==> src/rtl/simd_imm_pkg.sv <==
package simd_imm_pkg;
  localparam int INSTR_W = 32;
  localparam int VEC_W   = 128;
  localparam int CHUNK_W = 64;
  localparam int IMM_W   = 8;
  localparam int RD_W    = 5;
  localparam int SEL_W   = 4;
  localparam int NCHUNK  = VEC_W / CHUNK_W;

  typedef enum logic [1:0] {
    OP_MOVE     = 2'b00,
    OP_MOVE_INV = 2'b01,
    OP_OR       = 2'b10,
    OP_CLEAR    = 2'b11
  } imm_op_e;

  typedef struct packed {
    logic             match;
    logic             wr;
    logic             undef;
    logic             unsup;
    logic             wide;
    imm_op_e          op;
    logic [SEL_W-1:0] sel;
    logic [IMM_W-1:0] imm8;
    logic [RD_W-1:0]  rd;
  } dec_t;
endpackage

==> src/rtl/simd_imm_decode.sv <==
module simd_imm_decode
  import simd_imm_pkg::*;
(
  input  logic [INSTR_W-1:0] instr,
  output dec_t               dec
);
  logic reserved;
  logic bad_width;

  always_comb begin
    dec.match = (instr[31] == 1'b0) && (instr[28:19] == 10'b0111100000) &&
                (instr[11:10] == 2'b01);
    dec.sel   = instr[15:12];
    dec.imm8  = {instr[18:16], instr[9:5]};
    dec.rd    = instr[4:0];
    dec.wide  = instr[30];
    dec.op    = imm_op_e'({instr[12], instr[29]});
    reserved  = (instr[15:14] == 2'b11);
    bad_width = reserved && (instr[13:12] == 2'b11) && instr[29] && !instr[30];
    dec.undef = dec.match && bad_width;
    dec.unsup = dec.match && reserved && !bad_width;
    dec.wr    = dec.match && !reserved;
  end
endmodule

==> src/rtl/simd_imm_expand.sv <==
module simd_imm_expand
  import simd_imm_pkg::*;
(
  input  logic [SEL_W-1:0]   sel,
  input  logic [IMM_W-1:0]   imm8,
  output logic [CHUNK_W-1:0] pattern
);
  localparam int N32 = CHUNK_W / 32;
  localparam int N16 = CHUNK_W / 16;

  logic [31:0]        word;
  logic [15:0]        half;
  logic [CHUNK_W-1:0] pat32;
  logic [CHUNK_W-1:0] pat16;

  always_comb begin
    word = 32'(imm8) << {sel[2:1], 3'b000};
    half = 16'(imm8) << {sel[1], 3'b000};
  end

  for (genvar i = 0; i < N32; i++) begin : g_word
    assign pat32[i*32 +: 32] = word;
  end
  for (genvar j = 0; j < N16; j++) begin : g_half
    assign pat16[j*16 +: 16] = half;
  end

  assign pattern = sel[3] ? pat16 : pat32;
endmodule

==> src/rtl/simd_imm_alu.sv <==
module simd_imm_alu
  import simd_imm_pkg::*;
(
  input  imm_op_e            op,
  input  logic               wide,
  input  logic [VEC_W-1:0]   old,
  input  logic [CHUNK_W-1:0] pattern,
  output logic [VEC_W-1:0]   result
);
  for (genvar g = 0; g < NCHUNK; g++) begin : g_chunk
    localparam bit FIRST = (g == 0);
    logic [CHUNK_W-1:0] src;
    logic [CHUNK_W-1:0] val;
    logic               live;

    assign src  = old[g*CHUNK_W +: CHUNK_W];
    assign live = wide || FIRST;

    always_comb begin
      unique case (op)
        OP_MOVE:     val = pattern;
        OP_MOVE_INV: val = ~pattern;
        OP_OR:       val = src | pattern;
        OP_CLEAR:    val = src & ~pattern;
        default:     val = '0;
      endcase
    end

    assign result[g*CHUNK_W +: CHUNK_W] = live ? val : '0;
  end
endmodule

==> src/rtl/simd_imm_unit.sv <==
module simd_imm_unit
  import simd_imm_pkg::*;
(
  input  logic                clk,
  input  logic                rst_n,
  input  logic                in_valid,
  output logic                in_ready,
  input  logic [INSTR_W-1:0]  in_instr,
  input  logic [VEC_W-1:0]    in_old,
  output logic                out_valid,
  input  logic                out_ready,
  output logic [VEC_W-1:0]    out_result,
  output logic                out_wr,
  output logic [RD_W-1:0]     out_rd,
  output logic                out_undef,
  output logic                out_unsup
);
  dec_t               dec;
  logic [CHUNK_W-1:0] pattern;
  logic [VEC_W-1:0]   result_next;
  logic               accept;

  simd_imm_decode u_dec (.instr(in_instr), .dec(dec));

  simd_imm_expand u_exp (.sel(dec.sel), .imm8(dec.imm8), .pattern(pattern));

  simd_imm_alu u_alu (
    .op(dec.op), .wide(dec.wide), .old(in_old),
    .pattern(pattern), .result(result_next)
  );

  assign in_ready = !out_valid || out_ready;
  assign accept   = in_valid && in_ready;

  always_ff @(posedge clk or negedge rst_n) begin
    if (!rst_n) begin
      out_valid  <= 1'b0;
      out_result <= '0;
      out_wr     <= 1'b0;
      out_rd     <= '0;
      out_undef  <= 1'b0;
      out_unsup  <= 1'b0;
    end else if (accept) begin
      out_valid  <= 1'b1;
      out_result <= dec.wr ? result_next : '0;
      out_wr     <= dec.wr;
      out_rd     <= dec.rd;
      out_undef  <= dec.undef;
      out_unsup  <= dec.unsup;
    end else if (out_ready) begin
      out_valid  <= 1'b0;
    end
  end
endmodule

==> config.mk <==
export PLATFORM = sky130hd
export DESIGN_NAME = simd_imm_unit
export DESIGN_NICKNAME = d
export VERILOG_FILES = /design/src/rtl/simd_imm_pkg.sv /design/src/rtl/simd_imm_decode.sv /design/src/rtl/simd_imm_expand.sv /design/src/rtl/simd_imm_alu.sv /design/src/rtl/simd_imm_unit.sv
export SDC_FILE = /design/constraint.sdc
export NUM_CORES = 1
export LEC_CHECK = 0
export BUFFER_PORTS_ARGS = -buffer_cell sky130_fd_sc_hd__buf_2
export CAP_MARGIN = 20
export CELL_PAD_IN_SITES_DETAIL_PLACEMENT = 0
export CELL_PAD_IN_SITES_GLOBAL_PLACEMENT = 2
export CORE_MARGIN = 4
export CORE_UTILIZATION = 25
export CTS_BUF_LIST = sky130_fd_sc_hd__clkbuf_8 sky130_fd_sc_hd__clkbuf_16
export CTS_CLUSTER_SIZE = 24
export DETAILED_ROUTE_END_ITERATION = 8
export PLACE_DENSITY = 0.82
export SLEW_MARGIN = 10
export SYNTH_ARGS = -nofsm -noshare
export SYNTH_HDL_FRONTEND = slang
export SYNTH_SLANG_ARGS = --single-unit
==> constraint.sdc <==
create_clock -name clk -period 1.5 [get_ports clk]
set_input_delay 0.075 -clock clk [delete_from_list [all_inputs] [get_ports clk]]
set_output_delay 0.075 -clock clk [all_outputs]
set_load 0.05 [all_outputs]
# == Yosys cells after proc, flatten, opt, wreduce, memory -nomap -nowiden ==
# Cells that the tools add are included.
# op_classes
n_eq_ne,7
shifts,2
mux,7
bitwise,6
n_reduce_logical,17
# op_table
op,count
one-hot mux 64 bit (4 select lines),2
bitwise AND 64 bit,2
2-to-1 mux 128 bit,1
2-to-1 mux 64 bit,2
bitwise OR 64 bit,2
inverter 64 bit,1
left shift 8 x 5 -> 32 bit,1
left shift 8 x 4 -> 16 bit,1
== test 10 x 9 -> 1 bit (second input constant),1
logical AND 1 bit,10
== test 2 bit (second input constant),4
== test 2 x 1 -> 1 bit (second input constant),2
logical NOT 1 bit,4
logical NOT 2 bit,1
2-to-1 mux 1 bit,2
nonzero test 2 bit,1
logical OR 1 bit,1
inverter 1 bit,1
# totals
ff_bits,137
in_bits,164
out_inout_bits,138
elab_cells,45

# == Longest topological paths before layout ==
# Gate-level depths: netlist (run 1).
# logic_depth
ltp_word,7
mapped_depth,7
depth_no_buf,4

# == Modules after synthesis ==
# From an unflattened synthesis (run 1), not the netlist that was laid out.
# hier_totals
hier_cells,949
area_unflattened_um2,9534.1
# by_module_without_submodules
module,n_inst,cells_each,area_each_um2,seq_area_each_um2
simd_imm_unit,1,462,5989.5,3428.3
simd_imm_alu,1,370,2813.9,0.0
simd_imm_expand,1,86,488.0,0.0
simd_imm_decode,1,31,242.7,0.0

# == Worst setup path after synthesis (run 1) ==
# No wires, ideal clock.
# synth_path
kind,reg-to-reg
startpoint,register out_valid
endpoint,register out_result[98]
setup_time_ns,0.076
arrival_ns,2.088
required_time_ns,1.424
slack_ns,-0.665
path_stages_with_launch,8
path_buffers,3
period_less_slack_ns,2.165
path_cell_list,dfrtp_1 nand2b_1 buf_2 nand4_1 or4b_1 buf_6 buf_6 o21ai_1
# synth_between
elab_chain_len,3
# synth_lines
item,line,rtl
from (decl),simd_imm_unit.sv:10,"output logic out_valid,"
from (signal assigned),simd_imm_unit.sv:37,out_valid <= 1'b0;
from (signal assigned),simd_imm_unit.sv:44,out_valid <= 1'b1;
from (signal assigned),simd_imm_unit.sv:51,out_valid <= 1'b0;
logical NOT 1 bit,simd_imm_unit.sv:32,assign in_ready = !out_valid || out_ready;
logical OR 1 bit,simd_imm_unit.sv:32,
via in_ready,simd_imm_unit.sv:7,"output logic in_ready,"
logical AND 1 bit,simd_imm_unit.sv:33,assign accept = in_valid && in_ready;
to (signal assigned),simd_imm_unit.sv:45,out_result <= dec.wr ? result_next : '0;
to (decl),simd_imm_unit.sv:12,"output logic [VEC_W-1:0] out_result,"
# The timed path passes the listed nets, and every way through them passes these cells.
# A chain may end at the register's enable or synchronous reset.

# == Final worst setup path (run 1) ==
# layout_path
startpoint,register out_valid
endpoint,register out_result[82]
# layout_between
elab_chain_len,3
# layout_lines
item,line
logical NOT 1 bit,simd_imm_unit.sv:32
logical OR 1 bit,simd_imm_unit.sv:32
logical AND 1 bit,simd_imm_unit.sv:33
# Every way passes these cells.

==> results of run 1 <==
-- logic make-up after synthesis --
family | count (synthesis) | synth area share
mux | 13 | 0.01940
compound gates | 300 | 0.2659
buf+inv | 59 | 0.04093
flops | 137 | 0.4876
simple gates | 262 | 0.1862
-- critical path, stage by stage (launching register included) --
cell,delay [ns]
dfrtp_2,0.40
nand2b_1,0.10
nand4_1,0.13
or4b_4,0.59
clkbuf_16,0.25
o21ai_1,0.14
-- cell usage after synthesis (all sizes together) --
| master | count | area [sq um] |
|---|---|---|
| o21ai | 144 | 795.8 |
| nand2 | 142 | 533.0 |
| dfrtp | 137 | 3428 |
| o211ai | 72 | 540.5 |
| and3 | 64 | 400.4 |
| a21oi | 40 | 200.2 |
| clkbuf | 40 | 150.1 |
| a211oi | 32 | 240.2 |
| buf | 19 | 137.6 |
| or3 | 17 | 106.4 |
| nand2b | 11 | 68.82 |
| and2 | 9 | 56.30 |
| a21boi | 8 | 60.06 |
| mux2i | 8 | 80.08 |
| nor3b | 8 | 60.06 |
| mux2 | 5 | 56.30 |
| nor2b | 4 | 25.02 |
| nand4 | 2 | 12.51 |
| o31ai | 2 | 15.01 |
| and4bb | 1 | 12.51 |
| nand3 | 1 | 5.000 |
| nor2 | 1 | 3.750 |
| nor4b | 1 | 15.01 |
| o21ba | 1 | 10.01 |
| o21bai | 1 | 7.510 |
| or4b | 1 | 10.01 |
-- registers in the layout (all words and copies together) (netlist names) --
register and cells:
out_result 128, out_rd 5, out_undef 1, out_unsup 1, out_valid 1, out_wr 1
-- power by group through the flow --
stage	sequential, W	clock [W]	combinational [W]
after CTS	0.00372	0.00478	0.00160
after global routing	0.00372	0.00494	0.00175
final	0.00373	0.00464	0.00159
after detailed placement	0.00379	0	0.00144
after floorplan	0.00388	0	0.000635
after global placement	0.00379	0	0.00144
-- how the worst min path moves through the flow --
stage / slack (ns) / start / cells past startpoint / endpoint
after floorplan: -0.22 / rst_n / 0 / out_rd[0]
final: 0.07 / in_old[67] / 4 / out_result[67]
after detailed placement: -0.07 / rst_n / 1 / out_result[8]
after global routing: 0.07 / rst_n / 2 / out_result[8]
after global placement: -0.07 / rst_n / 1 / out_result[41]
after CTS: 0.05 / in_old[67] / 4 / out_result[67]
-- cell usage in the layout, fill, tap and decap left out, drive strengths merged, types with 9 or more instances in the layout --
cell type,netlist,layout
a211oi,32,32
a21oi,40,40
and2,9,9
and3,64,64
buf,19,364
clkbuf,40,19
dfrtp,137,137
dlygate4sd3,0,72
nand2,142,142
nand2b,11,11
o211ai,72,72
o21ai,144,144
or3,17,17
-- per-stage QoR --
stage	utilization	area, sq um	hold WS, ns	std cells
after floorplan	-	7103	-0.2206	771
after global placement	0.3392	9423	-0.06547	1452
after detailed placement	0.3392	9423	-0.06537	1452
after CTS	0.3893	10810	0.04581	1559
after global routing	0.3929	10910	0.06934	1558
final	0.3929	10920	0.06545	1559
-- final cells by class --
cell class | count | area [sq um] | area share
Clock buffer | 18 | 439.2 | 0.04023
Sequential cell | 137 | 3430 | 0.3142
Timing Repair Buffer | 437 | 2964 | 0.2715
Multi-Input combinational cell | 575 | 3416 | 0.3129
Clock inverter | 13 | 192.7 | 0.01765
Tap cell | 378 | 473.0 | 0.04332
Antenna cell | 1 | 2.502 | 0.0002292
-- routing by layer --
layer | share of wire | GRT usage
met4 | 0.013 | 0.04288
met3 | 0.067 | 0.04692
met1 | 0.44 | 0.2437
met2 | 0.48 | 0.3105
met5 | 0.00024 | 0
-- timing repair --
item                       CTS  global route
gates cloned                 0             1
setup endpoints to repair  129           131
pin swaps                    0             4
gates resized for setup      7            25
hold buffers                72             0
setup buffers                4             1
hold endpoints to repair   208             0
==> impl_metrics.csv, run 1 <==
group,metric,value,unit
global_route,first_pass_grt_wire_length,44900,um
timing,min_period,1.696,ns
setup_path,r2r-start,"out_valid",
cells_and_area,synthToLayoutAreaGrowth,55.28,%
timing,pin_slew_with_the_least_headroom_to_its_limit,0.5289,ns
setup_path,crit_path_start_kind,"register",
yosys,yosysUniqueCellTypes,30,
cells_and_area,filler_cell_count,2886,
route,viasPerCell,4.742,
clocking,worst_setup_hold_path_clk_slew,0.07,ns
clocking,cts_num_sinks,137,
global_route,grt_max_degree,64,
clocking,tritoncts,"yes",
timing,period_share,1.131,
route,detail-route-antenna-nets,0,
global_route,via_count_of_the_first_global_routing_pass,7691,
cells_and_area,design.final.nets,1332,
route,post_drt_wl_per_cell,18.61,um
clocking,tritoncts.num_buffers,17,
cells_and_area,layout-drive-gt1-share,0.3788,
outcome,failed_checks,"negative setup slack",
pwr,power.combinational.fraction,0.159,
pwr,design_power_total,0.009951,W
worst_hold_path,holdCritPathClass,"in -> reg",
place,numPortBuffers,301,
route,drtIter0Drc,415,
floorplan,area_of_the_core,27780,sq um
timing,clock_skew,0.01279,ns
global_route,initial_antenna_violation_count,1,
pwr,peakVddDrop,590.1,uV
clocking,clock_latency,0.41,ns
setup_path,worst_reg_to_reg_path_cell_count,5,
timing,finalSetupViolations,129,
pwr,leakagePower,5.318,nW
floorplan,chipHeight,175.7,um
timing,final_max_slew_viol_count,0,
yosys,post_synthesis_instance_area,7030,sq um
setup_path,crit_path_start,"out_valid",
route,firstDrtPassIters,5,
timing,fmax,589.6,MHz
timing,hold_viol_final,0,
setup_path,worst-endpoint-required,1.84,ns
timing,timing.setup.tns,-18.34,ns
pwr,internal_power,0.007270,W
route,drc_errors,0,
pwr,p_sw_frac,0.2694,
pwr,seq_power_share,0.374,
setup_path,arrival,2.04,ns
place,detailed_place_hpwl,20590,um
setup_path,register_to_register_setup_slack,-0.20,ns
setup_path,capture_point_of_the_worst_path,"out_result[82]",
clocking,clk_path_buf_depth,2,
setup_path,critical_path_class,"reg -> reg",
route,vias,7393,
floorplan,fp-row-count,61,
place,post-place-ws,-0.2145,ns
pwr,power_share_of_the_clock_group,0.466,
floorplan,initial_utilization,0.2531,
yosys,syn-num-nets,935,
yosys,synth_seq_cells,137,
floorplan,die_x,175.7,um
place,globalplace.congestion,0.7955,
timing,setup_repair_after_global_routing_missed_its_margin,"true",
pwr,power.density,911.5,nW/um^2
setup_path,crit_fanout,20,
timing,final_worst_setup_slack,-0.1961,ns
global_route,grt_overflow_total,0,
floorplan,dieArea,30870,sq um
yosys,yosysWarningCount,0,
job,drv_cap,0,
route,detail_route.wirelength,29020,um
clocking,clockRootBuffer,"clkbuf_16",
yosys,avgSynthCellArea,9.119,sq um
floorplan,ios,302,
setup_path,reg2reg_capture_point,"out_result[82]",
yosys,netlist_instances,771,
outcome,status,"finished, violations left",
pwr,switching_power,0.002681,W
global_route,grt_use_total,0.1860,
clocking,ctsHtreeMaxLevel,4,
yosys,synth.yosys.seq_area_share,0.4876,
timing,max_slew_margin,0.6442,
setup_path,cp-end-kind,"register",
Note: power is estimated with default switching activity, not from simulation.
==> inputs of run 2 (changes only) <==
--- a/config.mk
+++ b/config.mk
@@ -5,16 +5,16 @@
 export SDC_FILE = /design/constraint.sdc
 export NUM_CORES = 1
 export LEC_CHECK = 0
-export BUFFER_PORTS_ARGS = -buffer_cell sky130_fd_sc_hd__buf_2
 export CAP_MARGIN = 20
 export CELL_PAD_IN_SITES_DETAIL_PLACEMENT = 0
 export CELL_PAD_IN_SITES_GLOBAL_PLACEMENT = 2
 export CORE_MARGIN = 4
-export CORE_UTILIZATION = 25
-export CTS_BUF_LIST = sky130_fd_sc_hd__clkbuf_8 sky130_fd_sc_hd__clkbuf_16
+export CORE_UTILIZATION = 34
+export CTS_BUF_LIST = sky130_fd_sc_hd__clkbuf_8
 export CTS_CLUSTER_SIZE = 24
 export DETAILED_ROUTE_END_ITERATION = 8
-export PLACE_DENSITY = 0.82
+export DONT_BUFFER_PORTS = 1
+export PLACE_DENSITY = 0.83
 export SLEW_MARGIN = 10
 export SYNTH_ARGS = -nofsm -noshare
 export SYNTH_HDL_FRONTEND = slang
==> run 2 against run 1 <==
The run now fails in clock tree synthesis. Synthesized area stayed put. Synthesized cell count is the same.
==> impl_metrics.csv, run 2 <==
group,metric,value,unit
floorplan,die_x,151.8,um
outcome,error_message,"[ERROR RSZ-0060] Max buffer count reached.",
clocking,ctsResizeCount,66,
clocking,post_cts_buffers,5,
yosys,synth_enable_flop_cells,0,
clocking,clockRootBuffer,"clkbuf_8",
yosys,syn-num-nets,935,
yosys,dominant_combinational_cell_family_by_area_after_synthesis,"compound AO/OA/AOI/OAI gates",
clocking,cts_num_sinks,137,
place,placement.cell_area,7963,sq um
place,globalplace.congestion,0.8228,
outcome,flow.stopped_at,"clock tree synthesis",
clocking,clk_path_buf_depth,2,
yosys,synth.yosys.seq_area_share,0.4876,
clocking,tritoncts.num_buffers,17,
floorplan,fp-row-count,52,
clocking,ctsHoldBuffers,226,
yosys,yosys.area.top_type,"dfrtp_1",
yosys,avgSynthCellArea,9.119,sq um
yosys,post_synthesis_instance_area,7030,sq um
floorplan,ios,302,
yosys,synth_most_common_cell,"nand2_1",
yosys,synthDominantCellAreaShare,0.4876,
yosys,synth_xor_area_frac,0,
clocking,ctsHtreeMaxLevel,4,
floorplan,initial_utilization,0.3463,
place,numPortBuffers,0,
yosys,netlist_top_cells_area,"dfrtp_1 49%, o211ai_1 7.7%, nand2_1 7.6%, o21ai_0 5.8%, and3_1 5.7%",
yosys,muxShareOfSynthArea,0.01940,
yosys,yosysWarningCount,0,
yosys,synthSimpleGateAreaFrac,0.1862,
yosys,synth_top_cells_by_count,"142 x nand2_1, 137 x dfrtp_1, 82 x o21ai_0",
yosys,synth_seq_cells,137,
outcome,status,"stopped before the end",
yosys,netlist_instances,771,
yosys,async_flop_share,1.000,
place,detailed_place_hpwl,17340,um
place,dp_cells,1085,
floorplan,chipHeight,151.8,um
yosys,synthFlopType,"dfrtp_1",
yosys,synth_compound_area_frac,0.2659,
yosys,adder_cell_fraction_of_synth_area,0,
yosys,yosysUniqueCellTypes,30,
## run 2: cells by family after synthesis
group / after synthesis
compound gates: 300
buf+inv: 59
flops: 137
mux: 13
simple gates: 262
## run 2: metrics by stage
step	util	setup slack, ns	hold slack [ns]
3_3_place_gp	0.3923	-0.1677	-0.2146
2_1_floorplan	-	-0.4392	-0.2206
3_5_place_dp	0.3923	-0.2201	-0.2157
==> inputs of run 3 (changes only) <==
--- a/config.mk
+++ b/config.mk
@@ -6,15 +6,11 @@
 export NUM_CORES = 1
 export LEC_CHECK = 0
 export CAP_MARGIN = 20
-export CELL_PAD_IN_SITES_DETAIL_PLACEMENT = 0
-export CELL_PAD_IN_SITES_GLOBAL_PLACEMENT = 2
 export CORE_MARGIN = 4
-export CORE_UTILIZATION = 34
-export CTS_BUF_LIST = sky130_fd_sc_hd__clkbuf_8
-export CTS_CLUSTER_SIZE = 24
+export CORE_UTILIZATION = 24
 export DETAILED_ROUTE_END_ITERATION = 8
 export DONT_BUFFER_PORTS = 1
-export PLACE_DENSITY = 0.83
+export PLACE_DENSITY_LB_ADDON = 0.15
 export SLEW_MARGIN = 10
 export SYNTH_ARGS = -nofsm -noshare
 export SYNTH_HDL_FRONTEND = slang
==> constraint.sdc (replaced) <==
create_clock -name clk -period 1.95 [get_ports clk]
set_input_delay 0.0975 -clock clk [delete_from_list [all_inputs] [get_ports clk]]
set_output_delay 0.0975 -clock clk [all_outputs]
set_load 0.05 [all_outputs]
==> run 3 against run 2 <==
The flow now finishes, with violations (negative hold slack).
==> impl_metrics.csv, run 3 (synthesis gave the netlist of run 1 again) <==
group,metric,value,unit
clocking,ctsHtreeMaxLevel,4,
timing,max_slew_margin,0.4424,
route,drc_errors,0,
setup_path,register_to_register_setup_slack,0.16,ns
timing,finalSetupViolations,0,
cells_and_area,synthToLayoutAreaGrowth,32.62,%
timing,period_share,0.9156,
outcome,failed_checks,"negative hold slack",
timing,whs,-0.6222,ns
timing,fmax,560.1,MHz
global_route,grt_use_total,0.1768,
clocking,tritoncts,"yes",
timing,min_period,1.785,ns
place,globalplace.congestion,0.7546,
place,detailed_place_hpwl,19480,um
setup_path,critical_path_class,"reg -> reg",
cells_and_area,layout_common_cells,"141 x nand2_1, 136 x dfrtp_1, 131 x dlygate4sd3_1, 82 x o21ai_0, 72 x o211ai_1",
global_route,grt_max_degree,138,
floorplan,area_of_the_core,28780,sq um
clocking,worst_setup_hold_path_clk_slew,0.07,ns
setup_path,arrival,2.12,ns
floorplan,initial_utilization,0.2443,
cells_and_area,max_ffs_per_register,128,
route,drtIter0Drc,338,
setup_path,worst_reg_to_reg_path_cell_count,5,
timing,final_max_slew_viol_count,0,
clocking,post_cts_buffers,0,
floorplan,ios,302,
floorplan,dieArea,32100,sq um
job,drv_cap,0,
route,met2_length,14210,um
pwr,peakVddDrop,453.9,uV
setup_path,cp-end-kind,"register",
clocking,clock_latency,0.42,ns
route,vias,6416,
clocking,tritoncts.num_buffers,17,
cells_and_area,final_common_cell,"nand2_1",
cells_and_area,final_area,9324,sq um
worst_hold_path,holdCritPathClass,"in -> async",
place,numPortBuffers,0,
timing,pin_slew_with_the_least_headroom_to_its_limit,0.8347,ns
pwr,power.density,766.9,nW/um^2
timing,clock_skew,0.01514,ns
timing,final_worst_setup_slack,0.1647,ns
place,post-place-ws,0.1511,ns
floorplan,fp-row-count,62,
global_route,initial_antenna_violation_count,2,
timing,hold_viol_final,137,
place,placement.cell_area,7417,sq um
setup_path,crit_path_start_kind,"register",
pwr,leakagePower,3.797,nW
setup_path,worst-endpoint-required,2.28,ns
route,detail_route.wirelength,29170,um
route,viasPerCell,5.028,
cells_and_area,largest_register,"out_result",
place,dp_cells,1112,
clocking,clockRootBuffer,"clkbuf_16",
cells_and_area,design.final.nets,1042,
cells_and_area,post_layout_nonfiller_instances,1276,
global_route,via_count_of_the_first_global_routing_pass,6630,
route,post_drt_wl_per_cell,22.86,um
timing,timing.setup.tns,0,ns
global_route,first_pass_grt_wire_length,42940,um
route,route.top_layer_used,"met4",
outcome,status,"finished, violations left",
clocking,cts_num_sinks,137,
floorplan,chipHeight,179.2,um
clocking,ctsHoldBuffers,131,
route,detail-route-antenna-nets,0,
clocking,ctsResizeCount,0,
clocking,clk_path_buf_depth,2,
global_route,grt_overflow_total,0,
route,detailroute.wirelength.met3,2447,um
timing,setup_repair_after_global_routing_missed_its_margin,"false",
floorplan,die_x,179.2,um
route,wirelength_met1,12350,um
cells_and_area,reg_top3,"out_result x128, out_rd x5",
route,firstDrtPassIters,4,
cells_and_area,layout-drive-gt1-share,0.09091,
setup_path,crit_fanout,28,
-- run 3: worst paths after layout --
path | from | end
setup / recovery | out_valid | out_result[73]
hold / removal | rst_n | out_result[45]
setup reg to reg | out_valid | out_result[73]
hold reg to reg | out_valid | out_valid
max in group asynchronous | rst_n | out_result[126]
min in group clk | in_old[101] | out_result[101]
-- run 3: power by group --
| part | switching (W) | internal [W] | leakage (nW) |
|---|---|---|---|
| clock | 0.00148 | 0.00193 | 0.286 |
| sequential | 0.0000664 | 0.00286 | 1.90 |
| combinational | 0.000414 | 0.000411 | 1.61 |
| total | 0.00196 | 0.00519 | 3.80 |
-- run 3: cell type report --
type                            count  area [sq um]
Antenna cell                        1         2.502
Clock buffer                       18         429.2
Clock inverter                     14         163.9
Fill cell                        3011         19460
Multi-Input combinational cell    575          3337
Sequential cell                   137          3430
Tap cell                          384         480.5
Timing Repair Buffer              147          1481
-- run 3: through the flow --
| step | hold WS [ns] | utilization | power [W] |
|---|---|---|---|
| 2_1_floorplan | -0.1981 | - | 0.003463 |
| 3_3_place_gp | -0.1923 | 0.2577 | 0.003583 |
| 3_5_place_dp | -0.1916 | 0.2577 | 0.003582 |
| 4_1_cts | -0.6506 | 0.3239 | 0.007255 |
| 5_1_grt | -0.6540 | 0.3240 | 0.007441 |
| 6_report | -0.6222 | 0.3240 | 0.007150 |
-- run 3: routing by layer --
metal / vias to the layer above / GRT usage
met5: - / 0
met4: 0 / 0.02888
met3: 10 / 0.05905
met2: 219 / 0.2969
met1: 3146 / 0.2256
li1: 3041 / -
-- run 3: worst max-delay path, stage by stage, from the launching register on --
cell      delay [ns]
dfrtp_2         0.41
nand2b_1        0.09
nand4_1         0.13
or4b_4          0.57
buf_4           0.27
o21ai_1         0.19
